--- config.mk ---
export PLATFORM = sky130hd
export DESIGN_NAME = serial_tx_err
export DESIGN_NICKNAME = d
export VERILOG_FILES = /design/src/rtl/txe_pkg.sv /design/src/rtl/txe_edge.sv /design/src/rtl/txe_hold.sv /design/src/rtl/txe_shift.sv /design/src/rtl/txe_flags.sv /design/src/rtl/serial_tx_err.sv
export SDC_FILE = /design/constraint.sdc
export NUM_CORES = 1
export LEC_CHECK = 0
export BUFFER_PORTS_ARGS = -buffer_cell sky130_fd_sc_hd__buf_4
export CAP_MARGIN = 20
export CORE_MARGIN = 2
export CORE_UTILIZATION = 40
export CTS_CLUSTER_SIZE = 16
export DETAILED_ROUTE_END_ITERATION = 8
export GPL_ROUTABILITY_DRIVEN = 0
export PLACE_DENSITY_LB_ADDON = 0.08
export SLEW_MARGIN = 20
export SYNTH_ARGS = -nofsm -noshare
export SYNTH_HDL_FRONTEND = slang
export SYNTH_HIERARCHICAL = 1
export SYNTH_SLANG_ARGS = --single-unit
--- constraint.sdc ---
create_clock -name clk -period 2 [get_ports clk]
set_clock_uncertainty 0.05 [all_clocks]
set_input_delay 0.1 -clock clk [delete_from_list [all_inputs] [get_ports clk]]
set_output_delay 0.1 -clock clk [all_outputs]
set_load 0.03 [all_outputs]
--- src/rtl/txe_pkg.sv ---
// Shared definitions for the serial transmitter: flag indices and count.
package txe_pkg;
    localparam int NFLAG = 3;
    typedef enum int {
        FLG_OVR  = 0,
        FLG_UND  = 1,
        FLG_SYNC = 2
    } flag_idx_e;
endpackage

--- src/rtl/txe_edge.sv ---
// Resynchronizes the bit clock and frame sync into the system clock domain.
// Emits a one-cycle tick on each bit-clock rising edge, together with the
// frame-sync level that was captured alongside it.
// Assumes bclk is much slower than clk (at least four clk cycles per phase).
module txe_edge #(
    parameter int SYNC = 2
) (
    input  logic clk,
    input  logic rst_n,
    input  logic bclk,
    input  logic fsync,
    output logic tick,
    output logic fs
);
    logic [SYNC-1:0][1:0] stg;
    logic                 prev;

    // Shift both inputs through the synchronizer chain and remember the last bclk.
    always_ff @(posedge clk) begin
        if (!rst_n) begin
            stg  <= '0;
            prev <= 1'b0;
        end else begin
            stg[0] <= {fsync, bclk};
            for (int i = 1; i < SYNC; i++) begin
                stg[i] <= stg[i-1];
            end
            prev <= stg[SYNC-1][0];
        end
    end

    // A rising synchronized bclk forms the bit tick.
    always_comb begin
        tick = stg[SYNC-1][0] & ~prev;
        fs   = stg[SYNC-1][1];
    end

    assert_tick_single_R2: assert property (@(posedge clk) disable iff (!rst_n)
        tick |=> !tick);
endmodule

--- src/rtl/txe_hold.sv ---
// Host-side holding register. Keeps the last written word and a pending bit
// meaning "written since the last copy". Reports an overwrite when a write
// lands on a pending word that is not being copied in the same cycle.
// Assumes copy is a single-cycle pulse from the shifter.
module txe_hold #(
    parameter int W = 8
) (
    input  logic         clk,
    input  logic         rst_n,
    input  logic         wr_en,
    input  logic [W-1:0] wr_data,
    input  logic         copy,
    output logic [W-1:0] hold_q,
    output logic         pend_q,
    output logic         ovr_set
);
    // Capture host data; the register keeps its word for later resends.
    always_ff @(posedge clk) begin
        if (!rst_n) begin
            hold_q <= '0;
        end else if (wr_en) begin
            hold_q <= wr_data;
        end
    end

    // Pending bit: a write sets it (and wins over a copy), a copy clears it.
    always_ff @(posedge clk) begin
        if (!rst_n) begin
            pend_q <= 1'b0;
        end else if (wr_en) begin
            pend_q <= 1'b1;
        end else if (copy) begin
            pend_q <= 1'b0;
        end
    end

    // Overwrite only when the pending word is not being taken right now.
    always_comb begin
        ovr_set = wr_en & pend_q & ~copy;
    end

    assert_write_pends_R3: assert property (@(posedge clk) disable iff (!rst_n)
        wr_en |=> pend_q);
    assert_copy_empties_R3: assert property (@(posedge clk) disable iff (!rst_n)
        (copy && !wr_en) |=> !pend_q);
    assert_write_keeps_new_R4: assert property (@(posedge clk) disable iff (!rst_n)
        wr_en |=> (hold_q == $past(wr_data)));
endmodule

--- src/rtl/txe_shift.sv ---
// Shift register and bit counter. Decides on each bit tick whether a frame
// sync is acted on: always when idle or on the last bit, and mid-word only
// when ign_sync is 0. An acted-on sync reloads from the holding register,
// which covers the new word, the underflow resend and the abort restart.
// Assumes tick is a single-cycle pulse.
module txe_shift #(
    parameter int W = 8
) (
    input  logic         clk,
    input  logic         rst_n,
    input  logic         tick,
    input  logic         fs,
    input  logic         ign_sync,
    input  logic         pend_q,
    input  logic [W-1:0] hold_q,
    output logic         copy,
    output logic         dout,
    output logic         und_set,
    output logic         sync_set
);
    localparam int CW = $clog2(W + 1);

    logic [W-1:0]  sh;
    logic [CW-1:0] cnt;
    logic          mid;

    // Frame decision: mid-word means more than the final bit is still due.
    always_comb begin
        mid      = (cnt > CW'(1));
        copy     = tick & fs & (~mid | ~ign_sync);
        und_set  = copy & ~pend_q;
        sync_set = copy & mid;
        dout     = (cnt != '0) & sh[W-1];
    end

    // Load on an acted-on sync, otherwise shift one bit per tick while busy.
    always_ff @(posedge clk) begin
        if (!rst_n) begin
            sh  <= '0;
            cnt <= '0;
        end else if (copy) begin
            sh  <= hold_q;
            cnt <= CW'(W);
        end else if (tick && cnt != '0) begin
            sh  <= {sh[W-2:0], 1'b0};
            cnt <= cnt - CW'(1);
        end
    end

    assert_load_msb_R2: assert property (@(posedge clk) disable iff (!rst_n)
        copy |=> (dout == $past(hold_q[W-1])));
    assert_abort_restart_R6: assert property (@(posedge clk) disable iff (!rst_n)
        (tick && fs && mid && !ign_sync) |=> (cnt == CW'(W)));
    assert_ignore_sync_R7: assert property (@(posedge clk) disable iff (!rst_n)
        (tick && fs && mid && ign_sync) |=> (cnt == $past(cnt) - CW'(1)));
endmodule

--- src/rtl/txe_flags.sv ---
// Sticky fault flags, one per index of the package enumeration.
// A set in the same cycle as a clear keeps the flag high.
module txe_flags
    import txe_pkg::*;
(
    input  logic             clk,
    input  logic             rst_n,
    input  logic [NFLAG-1:0] set,
    input  logic [NFLAG-1:0] clr,
    output logic [NFLAG-1:0] q
);
    for (genvar g = 0; g < NFLAG; g++) begin : g_flag
        // Hold the flag once set until its clear bit arrives.
        always_ff @(posedge clk) begin
            if (!rst_n) begin
                q[g] <= 1'b0;
            end else if (set[g]) begin
                q[g] <= 1'b1;
            end else if (clr[g]) begin
                q[g] <= 1'b0;
            end
        end

        assert_flag_sets_R8: assert property (@(posedge clk) disable iff (!rst_n)
            set[g] |=> q[g]);
        assert_flag_sticky_R8: assert property (@(posedge clk) disable iff (!rst_n)
            (q[g] && !clr[g]) |=> q[g]);
    end
endmodule

--- src/rtl/serial_tx_err.sv ---
// Top of the serial transmitter: ties the bit-clock synchronizer, holding
// register, shifter and sticky flags together.
// Assumes wr_en is a clk-domain strobe and that bclk and fsync are external.
module serial_tx_err
    import txe_pkg::*;
#(
    parameter int W    = 8,
    parameter int SYNC = 2
) (
    input  logic             clk,
    input  logic             rst_n,
    input  logic             wr_en,
    input  logic [W-1:0]     wr_data,
    input  logic             bclk,
    input  logic             fsync,
    input  logic             ign_sync,
    input  logic [NFLAG-1:0] clr_flags,
    output logic             dout,
    output logic             ready,
    output logic             ovr_err,
    output logic             und_err,
    output logic             sync_err
);
    logic             tick, fs, copy, pend_q, ovr_set, und_set, sync_set;
    logic [W-1:0]     hold_q;
    logic [NFLAG-1:0] fset, fq;

    txe_edge #(.SYNC(SYNC)) u_edge (
        .clk(clk), .rst_n(rst_n), .bclk(bclk), .fsync(fsync),
        .tick(tick), .fs(fs)
    );

    txe_hold #(.W(W)) u_hold (
        .clk(clk), .rst_n(rst_n), .wr_en(wr_en), .wr_data(wr_data),
        .copy(copy), .hold_q(hold_q), .pend_q(pend_q), .ovr_set(ovr_set)
    );

    txe_shift #(.W(W)) u_shift (
        .clk(clk), .rst_n(rst_n), .tick(tick), .fs(fs), .ign_sync(ign_sync),
        .pend_q(pend_q), .hold_q(hold_q), .copy(copy), .dout(dout),
        .und_set(und_set), .sync_set(sync_set)
    );

    // Gather flag set requests in enumeration order.
    always_comb begin
        fset           = '0;
        fset[FLG_OVR]  = ovr_set;
        fset[FLG_UND]  = und_set;
        fset[FLG_SYNC] = sync_set;
    end

    txe_flags u_flags (
        .clk(clk), .rst_n(rst_n), .set(fset), .clr(clr_flags), .q(fq)
    );

    // Drive status outputs.
    always_comb begin
        ready    = ~pend_q;
        ovr_err  = fq[FLG_OVR];
        und_err  = fq[FLG_UND];
        sync_err = fq[FLG_SYNC];
    end

    assert_ready_on_write_R3: assert property (@(posedge clk) disable iff (!rst_n)
        wr_en |=> !ready);
    assert_reset_idle_R1: assert property (@(posedge clk)
        !rst_n |=> (!dout && ready && !ovr_err && !und_err && !sync_err));
endmodule

Word-level counts from Yosys, hierarchy flattened

Index checks and enable logic that the tools add are counted.

Bitwise logic cells: 15
Reductions and logical operators: 8
$add $sub $neg: 1
Mux-type cells: 12
Magnitude comparators: 1

Operator list:

| operator                                                             | number |
|---|---|
| 8-bit two-way mux                                                    | 2 |
| 2-bit nonzero test                                                   | 5 |
| 1-bit bitwise AND                                                    | 8 |
| 1-bit two-way mux                                                    | 8 |
| 4-bit two-way mux                                                    | 2 |
| 1-bit NOT                                                            | 6 |
| 4-bit by 1-bit > comparator with 1-bit output, second input constant | 1 |
| 4-bit nonzero test                                                   | 1 |
| 4-bit by 1-bit subtractor with 4-bit output, second input constant   | 1 |
| 2-bit OR reduction                                                   | 1 |
| 1-bit logical AND                                                    | 1 |
| 1-bit bitwise OR                                                     | 1 |

Output and inout bits: 5
Logic and storage cells: 48
Flip-flop bits (word level): 29

Longest topological paths before layout

Gate-level depths: netlist (run 1).

Depth after elaboration: 7
Depth in mapped cells: 9
Mapped depth without buffers: 9

Modules after synthesis

The synthesis (run 1) kept the hierarchy.

By module, submodules not included:

| module        | cells an instance | area an instance (um^2) | instances |
|---|---|---|---|
| txe_shift     | 84                | 711.9                   | 1 |
| txe_hold      | 29                | 342.8                   | 1 |
| txe_edge      | 11                | 137.6                   | 1 |
| txe_flags     | 9                 | 123.9                   | 1 |
| serial_tx_err | 1                 | 3.8                     | 1 |

Worst setup path after synthesis (run 1)

OpenSTA, ideal clock, no wires.

Path kind: flip-flop to flip-flop
Start: reg u_shift.cnt[0]
End: reg u_flags.q[0]
Setup slack: 0.228 ns
Required time: 1.835 ns
Arrival time: 1.607 ns
Path buffers: 0
Period minus slack after synthesis: 1.772 ns
Cell stages (with the launch flop): 10
Setup time: 0.115 ns
Cells stage by stage: dfxtp_1 > inv_1 > ha_1 > nor2_1 > o31ai_1 > nand3_1 > inv_1 > nor2b_1 > and2_2 > o21a_1

Cells in the longest elaborated chain, start to end: 7
Elaborated cells on any way between the ends: 8
Those cells by class: order compare: 1; mux: 1; bitwise: 5; reduce/logical: 1

Ends and longest elaborated chain:

| element                                                        | RTL line            | RTL |
|---|---|---|
| start: declaration                                             | txe_shift.sv:24     | `logic [CW-1:0] cnt;` |
| start signal: assignment                                       | txe_shift.sv:43     | `cnt <= CW'(W);` |
| start signal: assignment                                       | txe_shift.sv:46     | `cnt <= cnt - CW'(1);` |
| 4-bit by 1-bit > comparator with 1-bit output (*)              | txe_shift.sv:29     | `mid = (cnt > CW'(1));` |
| 1-bit NOT (*)                                                  | txe_shift.sv:30     | `copy = tick & fs & (~mid \| ~ign_sync);` |
| 1-bit bitwise OR (*)                                           | txe_shift.sv:30     |  |
| 1-bit bitwise AND (*)                                          | txe_shift.sv:30     |  |
| net copy                                                       | serial_tx_err.sv:24 | `logic tick, fs, copy, pend_q, ovr_set, und_set, sync_set;` |
| 1-bit NOT (*)                                                  | txe_hold.sv:39      | `ovr_set = wr_en & pend_q & ~copy;` |
| 1-bit bitwise AND (*)                                          | txe_hold.sv:39      |  |
| net ovr_set                                                    | serial_tx_err.sv:24 |  |
| 1-bit two-way mux / 2-bit nonzero test (equally long branches) | n/a                 |  |
| end signal: indexed assignment                                 | txe_flags.sv:16     | `q[g] <= 1'b0;` |
| end signal: indexed assignment                                 | txe_flags.sv:18     | `q[g] <= 1'b1;` |
| end signal: indexed assignment                                 | txe_flags.sv:20     | `q[g] <= 1'b0;` |
| end: declaration                                               | txe_flags.sv:10     | `output logic [NFLAG-1:0] q` |

Mark *: on every way through the listed nets, which the timed path passes. The rest lies on a longest branch.
A chain may end at the register's enable or synchronous reset.

Final worst setup path (run 1)

Start: reg u_shift.cnt[0]
End: out dout

Cells in the longest elaborated chain, start to end: 2

Ends and longest elaborated chain:

| element            | RTL line            | RTL |
|---|---|---|
| 4-bit nonzero test | txe_shift.sv:33     | `dout = (cnt != '0) & sh[W-1];` |
| 1-bit bitwise AND  | txe_shift.sv:33     |  |
| end: declaration   | serial_tx_err.sv:18 | `output logic dout,` |

No other way between the ends.

==> insert_results.sql, run 1 <==
INSERT INTO impl_metrics (metric_group, metric, value, unit) VALUES
('routing', 'vias', '1031', ''),
('outcome', 'result_of_the_run', 'completed', ''),
('sta', 'slew_violations', '0', ''),
('sta', 'finalHoldViolCount', '0', ''),
('sta', 'final.min_clock_period', '1.89', 'ns'),
('logic_synthesis', 'leading_cell_type_by_number_of_instances_after_synthesis', 'sky130_fd_sc_hd__dfxtp_1', ''),
('logic_synthesis', 'post_synth_main_area_contributors', 'sky130_fd_sc_hd__dfxtp_1, sky130_fd_sc_hd__mux2i_1, sky130_fd_sc_hd__nor2b_1', ''),
('logic_synthesis', 'total_of_flip_flops_plus_latches_after_synthesis', '29', ''),
('worst_hold_path', 'hold_path_class', 'in -> reg', ''),
('logic_synthesis', 'synthesis.nets', '154', ''),
('routing', 'drtAntennaViolNets', '0', ''),
('cells_and_area', 'area_growth_syn_to_layout', '27.3', '%'),
('clock_network', 'ctsRootBufferMaster', 'sky130_fd_sc_hd__clkbuf_4', ''),
('floorplanning', 'ioPinCount', '22', ''),
('clock_network', 'clock_tree.buffer_depth', '2', ''),
('critical_path', 'worstSetupPathType', 'reg -> out', ''),
('place', 'post-dp-hpwl', '1.70', 'mm'),
('cells_and_area', 'area_of_combinational_cells_with_multiple_inputs', '689', 'sq um'),
('logic_synthesis', 'netlist_instances', '134', ''),
('clock_network', 'cts_buffers', '5', ''),
('critical_path', 'regToRegSetupSlack', '0.20', 'ns'),
('sta', 'setup-violations-final', '0', ''),
('logic_synthesis', 'netlist_area', '0.00132', 'sq mm'),
('critical_path', 'path_max_fanout', '3', ''),
('sta', 'timing_worst_slew_pin_value', '0.322', 'ns'),
('cells_and_area', 'drive_gt1_frac', '0.241', ''),
('place', 'io_buffer_count', '21', ''),
('clock_network', 'clock_latency', '0.33', 'ns'),
('cells_and_area', 'regArea', '581', 'sq um'),
('floorplanning', 'y_dimension_of_the_die', '61.4', 'microns'),
('floorplanning', 'die_w', '61.4', 'microns'),
('floorplanning', 'coreArea', '0.00310', 'sq mm'),
('sta', 'clock.fmax', '529', 'MHz'),
('logic_synthesis', 'number_of_flops_mapped_to_enable_cells_by_yosys', '0', ''),
('global_routing', 'grt_remaining_overflow', '0', ''),
('pwr', 'switching_power_share_of_the_total', '0.237', ''),
('logic_synthesis', 'yosysTopAreaCellShare', '0.440', ''),
('pwr', 'irDropWorstVdd', '0.474', 'mV'),
('clock_network', 'clkTransAtPathRegs', '0.09', 'ns'),
('cells_and_area', 'fin_util', '0.542', ''),
('logic_synthesis', 'synth.yosys.warnings', '6', ''),
('clock_network', 'cts_htree_levels', '2', ''),
('routing', 'route.detailed.wl_per_inst', '11.8', 'microns'),
('pwr', 'cell_internal_power_dissipation', '0.874', 'mW'),
('logic_synthesis', 'synth_top_area_cell', 'sky130_fd_sc_hd__dfxtp_1', ''),
('logic_synthesis', 'ys_types', '30', ''),
('routing', 'drt-pass1-iter-count', '4', ''),
('sta', 'finalHoldWorstSlack', '0.0219', 'ns'),
('routing', 'routed_via_density', '4.82', ''),
('floorplanning', 'floorplan_row_count', '20', ''),
('clock_network', 'cts_tree', 'built', ''),
('clock_network', 'cts_num_sinks', '29', ''),
('global_routing', 'grt_pass1_wl', '4.24', 'mm'),
('pwr', 'power', '1.14', 'mW'),
('critical_path', 'endpoint_kind', 'output pin', ''),
('cells_and_area', 'nets', '189', ''),
('cells_and_area', 'n_antenna_cell', '0', ''),
('sta', 'slew-limit-headroom', '0.785', ''),
('floorplanning', 'start_util', '0.425', ''),
('floorplanning', 'design.die.area', '0.00378', 'sq mm'),
('pwr', 'netSwitchingPower', '0.271', 'mW'),
('run', 'drv_cap', '0', ''),
('critical_path', 'cp.arrival', '1.74', 'ns'),
('routing', 'post-route-drc-count', '0', ''),
('global_routing', 'grt_antenna_before_repair', '0', ''),
('pwr', 'power.sequential.fraction', '0.537', ''),
('logic_synthesis', 'post_synth.cell_area_avg', '9.85', 'sq um'),
('global_routing', 'grt_max_degree', '31', ''),
('worst_hold_path', 'worst_hold_path.num_cells', '3', ''),
('global_routing', 'vias_in_the_first_global_route', '1021', ''),
('logic_synthesis', 'proportion_of_synthesized_chip_area_in_sequential_cells', '0.440', '');
[stage by stage]
stage	area, sq um	cells	setup WS, ns
finish	1680	214	0.111
global placement	1520	197	0.316
CTS	1680	214	0.0803
global route	1680	214	0.0232
floorplan	1320	134	0.228
detailed placement	1520	197	0.237
[worst max-delay path: stages (launching register included)]
cell	delay, ns
sky130_fd_sc_hd__dfxtp_1	0.33
sky130_fd_sc_hd__inv_1	0.12
sky130_fd_sc_hd__ha_1	0.19
sky130_fd_sc_hd__or3b_4	0.40
sky130_fd_sc_hd__and2_2	0.20
sky130_fd_sc_hd__buf_4	0.16
[repair_timing]
action | CTS | global route
gates resized for setup | 0 | 0
setup buffers | 0 | 0
hold buffers | 9 | 0
endpoints found under the hold margin | 9 | 0
[worst paths after layout]
path	startpoint	endpoint
setup / recovery	u_shift/cnt[0]	dout
hold / removal	clr_flags[2]	u_flags/q[2]
setup reg to reg	u_shift/cnt[0]	u_flags/q[0]
hold reg to reg	u_edge/stg[0]	u_edge/stg[2]
[flip-flops by register name, summed over array words and instances, names as in the netlist]
| name | count |
|---|---|
| u_flags/q | 3 |
| u_edge/stg | 3 |
| u_edge/fs | 1 |
| u_hold/hold_q | 8 |
| u_edge/prev | 1 |
| u_shift/cnt | 4 |
| u_hold/pend_q | 1 |
| u_shift/sh | 8 |
[cell families (layout without fill, tap and decap cells)]
group	count (synthesis)	after routing	share of synthesized area
simple gates	48	48	0.221
xor+xnor	1	1	0.00664
compound gates	24	24	0.115
mux	20	20	0.152
fa+ha+maj	3	3	0.0284
flops	29	29	0.440
buf+inv	9	45	0.0379
[power groups by stage]
stage	Combinational [mW]	Clock, mW	Sequential [mW]
final	0.122	0.408	0.615
after global routing	0.135	0.463	0.619
after CTS	0.122	0.427	0.616
after detailed placement	0.108	0	0.629
after global placement	0.105	0	0.628
after floorplan	0.0645	0	0.625
[final cells by class]
type | count | area share
clock buffers | 7 | 0.0387
clock inverters | 1 | 0.00298
inverters | 4 | 0.00894
multi-input cells | 96 | 0.410
flip-flops and latches | 29 | 0.345
well taps | 44 | 0.0328
repair buffers | 33 | 0.161
[cells in the final DEF, fill, tap and decap left out]
cell / netlist / layout
sky130_fd_sc_hd__and4b_1: 1 / 1
sky130_fd_sc_hd__ha_1: 3 / 3
sky130_fd_sc_hd__nand2_1: 14 / 14
sky130_fd_sc_hd__o2111a_1: 1 / 1
sky130_fd_sc_hd__nor2b_4: 3 / 3
sky130_fd_sc_hd__clkbuf_4: 0 / 5
sky130_fd_sc_hd__buf_4: 0 / 24
sky130_fd_sc_hd__nand2_2: 1 / 1
sky130_fd_sc_hd__nor3_1: 2 / 2
sky130_fd_sc_hd__and2_2: 2 / 2
sky130_fd_sc_hd__clkinv_2: 0 / 1
sky130_fd_sc_hd__a31oi_1: 2 / 2
sky130_fd_sc_hd__or3b_4: 1 / 1
sky130_fd_sc_hd__clkbuf_8: 0 / 2
sky130_fd_sc_hd__inv_1: 4 / 4
sky130_fd_sc_hd__and3_1: 1 / 1
sky130_fd_sc_hd__o31a_2: 1 / 1
sky130_fd_sc_hd__mux2i_1: 20 / 20
sky130_fd_sc_hd__a21boi_0: 1 / 1
sky130_fd_sc_hd__o21a_1: 4 / 4
sky130_fd_sc_hd__a21oi_1: 7 / 7
sky130_fd_sc_hd__o31ai_1: 2 / 2
sky130_fd_sc_hd__dlygate4sd3_1: 0 / 9
sky130_fd_sc_hd__dfxtp_1: 29 / 29
sky130_fd_sc_hd__o21ai_0: 6 / 6
sky130_fd_sc_hd__and2_4: 1 / 1
sky130_fd_sc_hd__nor2_1: 3 / 3
sky130_fd_sc_hd__xnor2_1: 1 / 1
sky130_fd_sc_hd__nor2b_1: 10 / 10
sky130_fd_sc_hd__and2_1: 5 / 5
sky130_fd_sc_hd__or4b_1: 1 / 1
sky130_fd_sc_hd__nand3_1: 3 / 3
[routing by layer]
| metal | global-route usage | part of all wire | vias to the layer above |
|---|---|---|---|
| li1 | - | - | 532 |
| met1 | 0.174 | 0.46 | 474 |
| met2 | 0.257 | 0.47 | 19 |
| met3 | 0.0693 | 0.047 | 6 |
| met4 | 0.0942 | 0.022 | 0 |
| met5 | 0 | 0 | - |
(Power assumes the default switching activity.)
==> inputs of run 2 (changes only) <==
CORE_UTILIZATION = 54   (was 40)
==> run 2 against run 1 <==
Against the previous run:
- count of clock-buffer cells in the layout unchanged
- core utilization is 20 points higher
- critical path depth did not move
- critical path type unchanged
==> insert_results.sql, run 2 (synthesized netlist as in run 1, its figures left out) <==
INSERT INTO impl_metrics (metric_group, metric, value, unit) VALUES
('outcome', 'result_of_the_run', 'completed', ''),
('worst_hold_path', 'hold_path_end', 'u_hold/hold_q[5]', ''),
('routing', 'violation_count_after_the_first_detailed_routing_iteration', '16', ''),
('pwr', 'static-leakage-power', '0.720', 'nW'),
('clock_network', 'cts_num_sinks', '29', ''),
('global_routing', 'grt_antenna_before_repair', '0', ''),
('critical_path', 'crit_buf_inv', '2', ''),
('worst_hold_path', 'worst_hold_startpoint', 'wr_data[5]', ''),
('sta', 'layout_worst_path_cycle_share', '0.927', ''),
('cells_and_area', 'drive_gt1_frac', '0.231', ''),
('clock_network', 'post_cts.repair.setup_buffers', '0', ''),
('sta', 'slew_violations', '0', ''),
('critical_path', 'timing.reg2reg.worst_path_depth', '9', ''),
('critical_path', 'cpLargestDelayFamily', 'simple AND/OR/NAND/NOR gates', ''),
('cells_and_area', 'regArea', '581', 'sq um'),
('worst_hold_path', 'hold_path_class', 'in -> reg', ''),
('pwr', 'switching_power_share_of_the_total', '0.216', ''),
('routing', 'drtAntennaViolNets', '0', ''),
('cells_and_area', 'area_growth_syn_to_layout', '26.4', '%'),
('global_routing', 'grtUsageTotal', '0.212', ''),
('routing', 'top_metal_layer_carrying_routed_signals', 'met4', ''),
('routing', 'met3_wirelength', '166', 'microns'),
('floorplanning', 'die_w', '53.4', 'microns'),
('critical_path', 'required', '1.85', 'ns'),
('critical_path', 'cp.arrival', '1.70', 'ns'),
('routing', 'route.layer.met1.wl', '1.10', 'mm'),
('pwr', 'power', '1.24', 'mW'),
('global_routing', 'grt_pass1_wl', '4.18', 'mm'),
('sta', 'setup-violations-final', '0', ''),
('pwr', 'p_comb_frac', '0.098', ''),
('sta', 'final.min_clock_period', '1.85', 'ns'),
('critical_path', 'timing.critical_path.from_type', 'register', ''),
('cells_and_area', 'nets', '188', ''),
('sta', 'totalNegativeSetupSlack', '0', 'ns'),
('critical_path', 'endpoint_kind', 'output pin', ''),
('cells_and_area', 'n_antenna_cell', '0', ''),
('routing', 'vias', '1063', ''),
('pwr', 'cell_internal_power_dissipation', '0.968', 'mW'),
('floorplanning', 'coreArea', '0.00225', 'sq mm'),
('clock_network', 'ctsRootBufferMaster', 'sky130_fd_sc_hd__clkbuf_4', ''),
('sta', 'grt_setup_unrepaired', 'false', ''),
('clock_network', 'clkTransAtPathRegs', '0.09', 'ns'),
('critical_path', 'regToRegSetupSlack', '0.25', 'ns'),
('run', 'drv_cap', '0', ''),
('critical_path', 'rr_endpoint', 'u_flags/q[0]', ''),
('floorplanning', 'start_util', '0.585', ''),
('pwr', 'power.density', '741', 'mW/mm^2'),
('clock_network', 'cts_htree_levels', '2', ''),
('floorplanning', 'floorplan_row_count', '17', ''),
('worst_hold_path', 'worst_hold_path.num_cells', '3', ''),
('cells_and_area', 'area_of_combinational_cells_with_multiple_inputs', '689', 'sq um'),
('floorplanning', 'ioPinCount', '22', ''),
('clock_network', 'post_cts_resized', '0', ''),
('global_routing', 'grt_remaining_overflow', '0', ''),
('floorplanning', 'y_dimension_of_the_die', '53.4', 'microns'),
('routing', 'post-route-drc-count', '0', ''),
('critical_path', 'path_max_fanout', '3', ''),
('cells_and_area', 'most_used_cells_in_the_layout_excluding_fill_and_tap_cells', 'sky130_fd_sc_hd__dfxtp_1, sky130_fd_sc_hd__buf_4, sky130_fd_sc_hd__mux2i_1', ''),
('cells_and_area', 'largest_registers', 'u_hold/hold_q: 8 flops, u_shift/sh: 8 flops, u_shift/cnt: 4 flops', ''),
('routing', 'drt-pass1-iter-count', '4', ''),
('global_routing', 'grt_max_degree', '31', ''),
('clock_network', 'clock_latency', '0.32', 'ns'),
('routing', 'wl_met2', '1.30', 'mm'),
('critical_path', 'cp_cell_sequence', 'inv_1 > ha_1 > or3b_4 > and2_2 > buf_4', ''),
('sta', 'slew-limit-headroom', '0.789', ''),
('global_routing', 'vias_in_the_first_global_route', '946', ''),
('sta', 'finalHoldViolCount', '0', ''),
('sta', 'timing_worst_slew_pin_value', '0.316', 'ns'),
('clock_network', 'cts_tree', 'built', ''),
('place', 'io_buffer_count', '21', ''),
('place', 'post-dp-hpwl', '1.66', 'mm'),
('clock_network', 'cts_buffers', '5', ''),
('cells_and_area', 'mostFrequentLayoutCell', 'sky130_fd_sc_hd__dfxtp_1', ''),
('critical_path', 'worstSetupPathType', 'reg -> out', ''),
('critical_path', 'worst_path_largest_cell_delay', '0.40', 'ns'),
('routing', 'drt_wl_total', '2.59', 'mm'),
('floorplanning', 'design.die.area', '0.00286', 'sq mm'),
('critical_path', 'r2r_start', 'u_shift/cnt[0]', ''),
('sta', 'clock.fmax', '539', 'MHz'),
('routing', 'routed_via_density', '5.40', ''),
('pwr', 'irDropWorstVdd', '0.670', 'mV'),
('cells_and_area', 'fillers', '172', ''),
('pwr', 'clock_power_share', '0.403', ''),
('routing', 'route.detailed.wl_per_inst', '13.1', 'microns'),
('pwr', 'netSwitchingPower', '0.267', 'mW'),
('pwr', 'power.sequential.fraction', '0.499', ''),
('clock_network', 'clock_tree.buffer_depth', '2', ''),
('critical_path', 'cpMaxStageDelayCell', 'sky130_fd_sc_hd__or3b_4', '');
run 2: area by class of cell:
class	count	share of cell area
Multi-Input combinational cell	96	0.413
Sequential cell	29	0.348
Timing Repair Buffer	32	0.158
Clock buffer	7	0.0330
Tap cell	28	0.0210
Clock inverter	1	0.0180
Inverter	4	0.00900
run 2: worst max-delay path by stage:
stage	from	endpoint	slack, ns	depth (start not counted)
2_1_floorplan	u_shift/cnt[0]	u_flags/q[0]	0.23	9
3_3_place_gp	u_shift/cnt[0]	u_flags/q[0]	0.34	9
3_5_place_dp	u_shift/cnt[0]	u_flags/q[0]	0.27	9
4_1_cts	u_shift/cnt[0]	dout	0.14	5
5_1_grt	u_shift/cnt[0]	u_flags/q[0]	0.06	9
6_report	u_shift/cnt[0]	dout	0.15	5
run 2: power by group through the flow:
stage / sequential (mW) / combinational (mW) / clock, mW
final: 0.616 / 0.122 / 0.498
after global routing: 0.620 / 0.132 / 0.532
after CTS: 0.616 / 0.120 / 0.503
after detailed placement: 0.630 / 0.107 / 0
after global placement: 0.628 / 0.102 / 0
after floorplan: 0.625 / 0.0645 / 0
run 2: repair_timing:
action | CTS | global route
endpoints found under the hold margin | 8 | 1
hold buffers | 8 | 1
setup endpoints to repair | 0 | 0
run 2: layer usage:
metal	track usage	vias up
met4	0.0726	0
met2	0.352	37
met5	0	-
li1	-	528
met1	0.241	496
met3	0.0876	2
run 2: worst register-to-register path, stage by stage, from the launching register on:
cell and delay (ns):
sky130_fd_sc_hd__dfxtp_1 0.33, sky130_fd_sc_hd__inv_1 0.12, sky130_fd_sc_hd__ha_1 0.21, sky130_fd_sc_hd__nor2_1 0.09, sky130_fd_sc_hd__o31ai_1 0.25, sky130_fd_sc_hd__nand3_1 0.13, sky130_fd_sc_hd__inv_1 0.08, sky130_fd_sc_hd__nor2b_1 0.05
sky130_fd_sc_hd__and2_2 0.18, sky130_fd_sc_hd__o21a_1 0.17
run 2: stage by stage:
step	cells	utilization	setup slack [ns]	hold WS [ns]	area, sq um
after floorplan	134	-	0.228	0.167	1320
after global placement	180	0.662	0.336	0.259	1490
after detailed placement	180	0.662	0.270	0.263	1490
after CTS	196	0.735	0.137	0.000575	1660
after global routing	197	0.740	0.0566	0.0251	1670
final	197	0.740	0.146	0.00199	1670
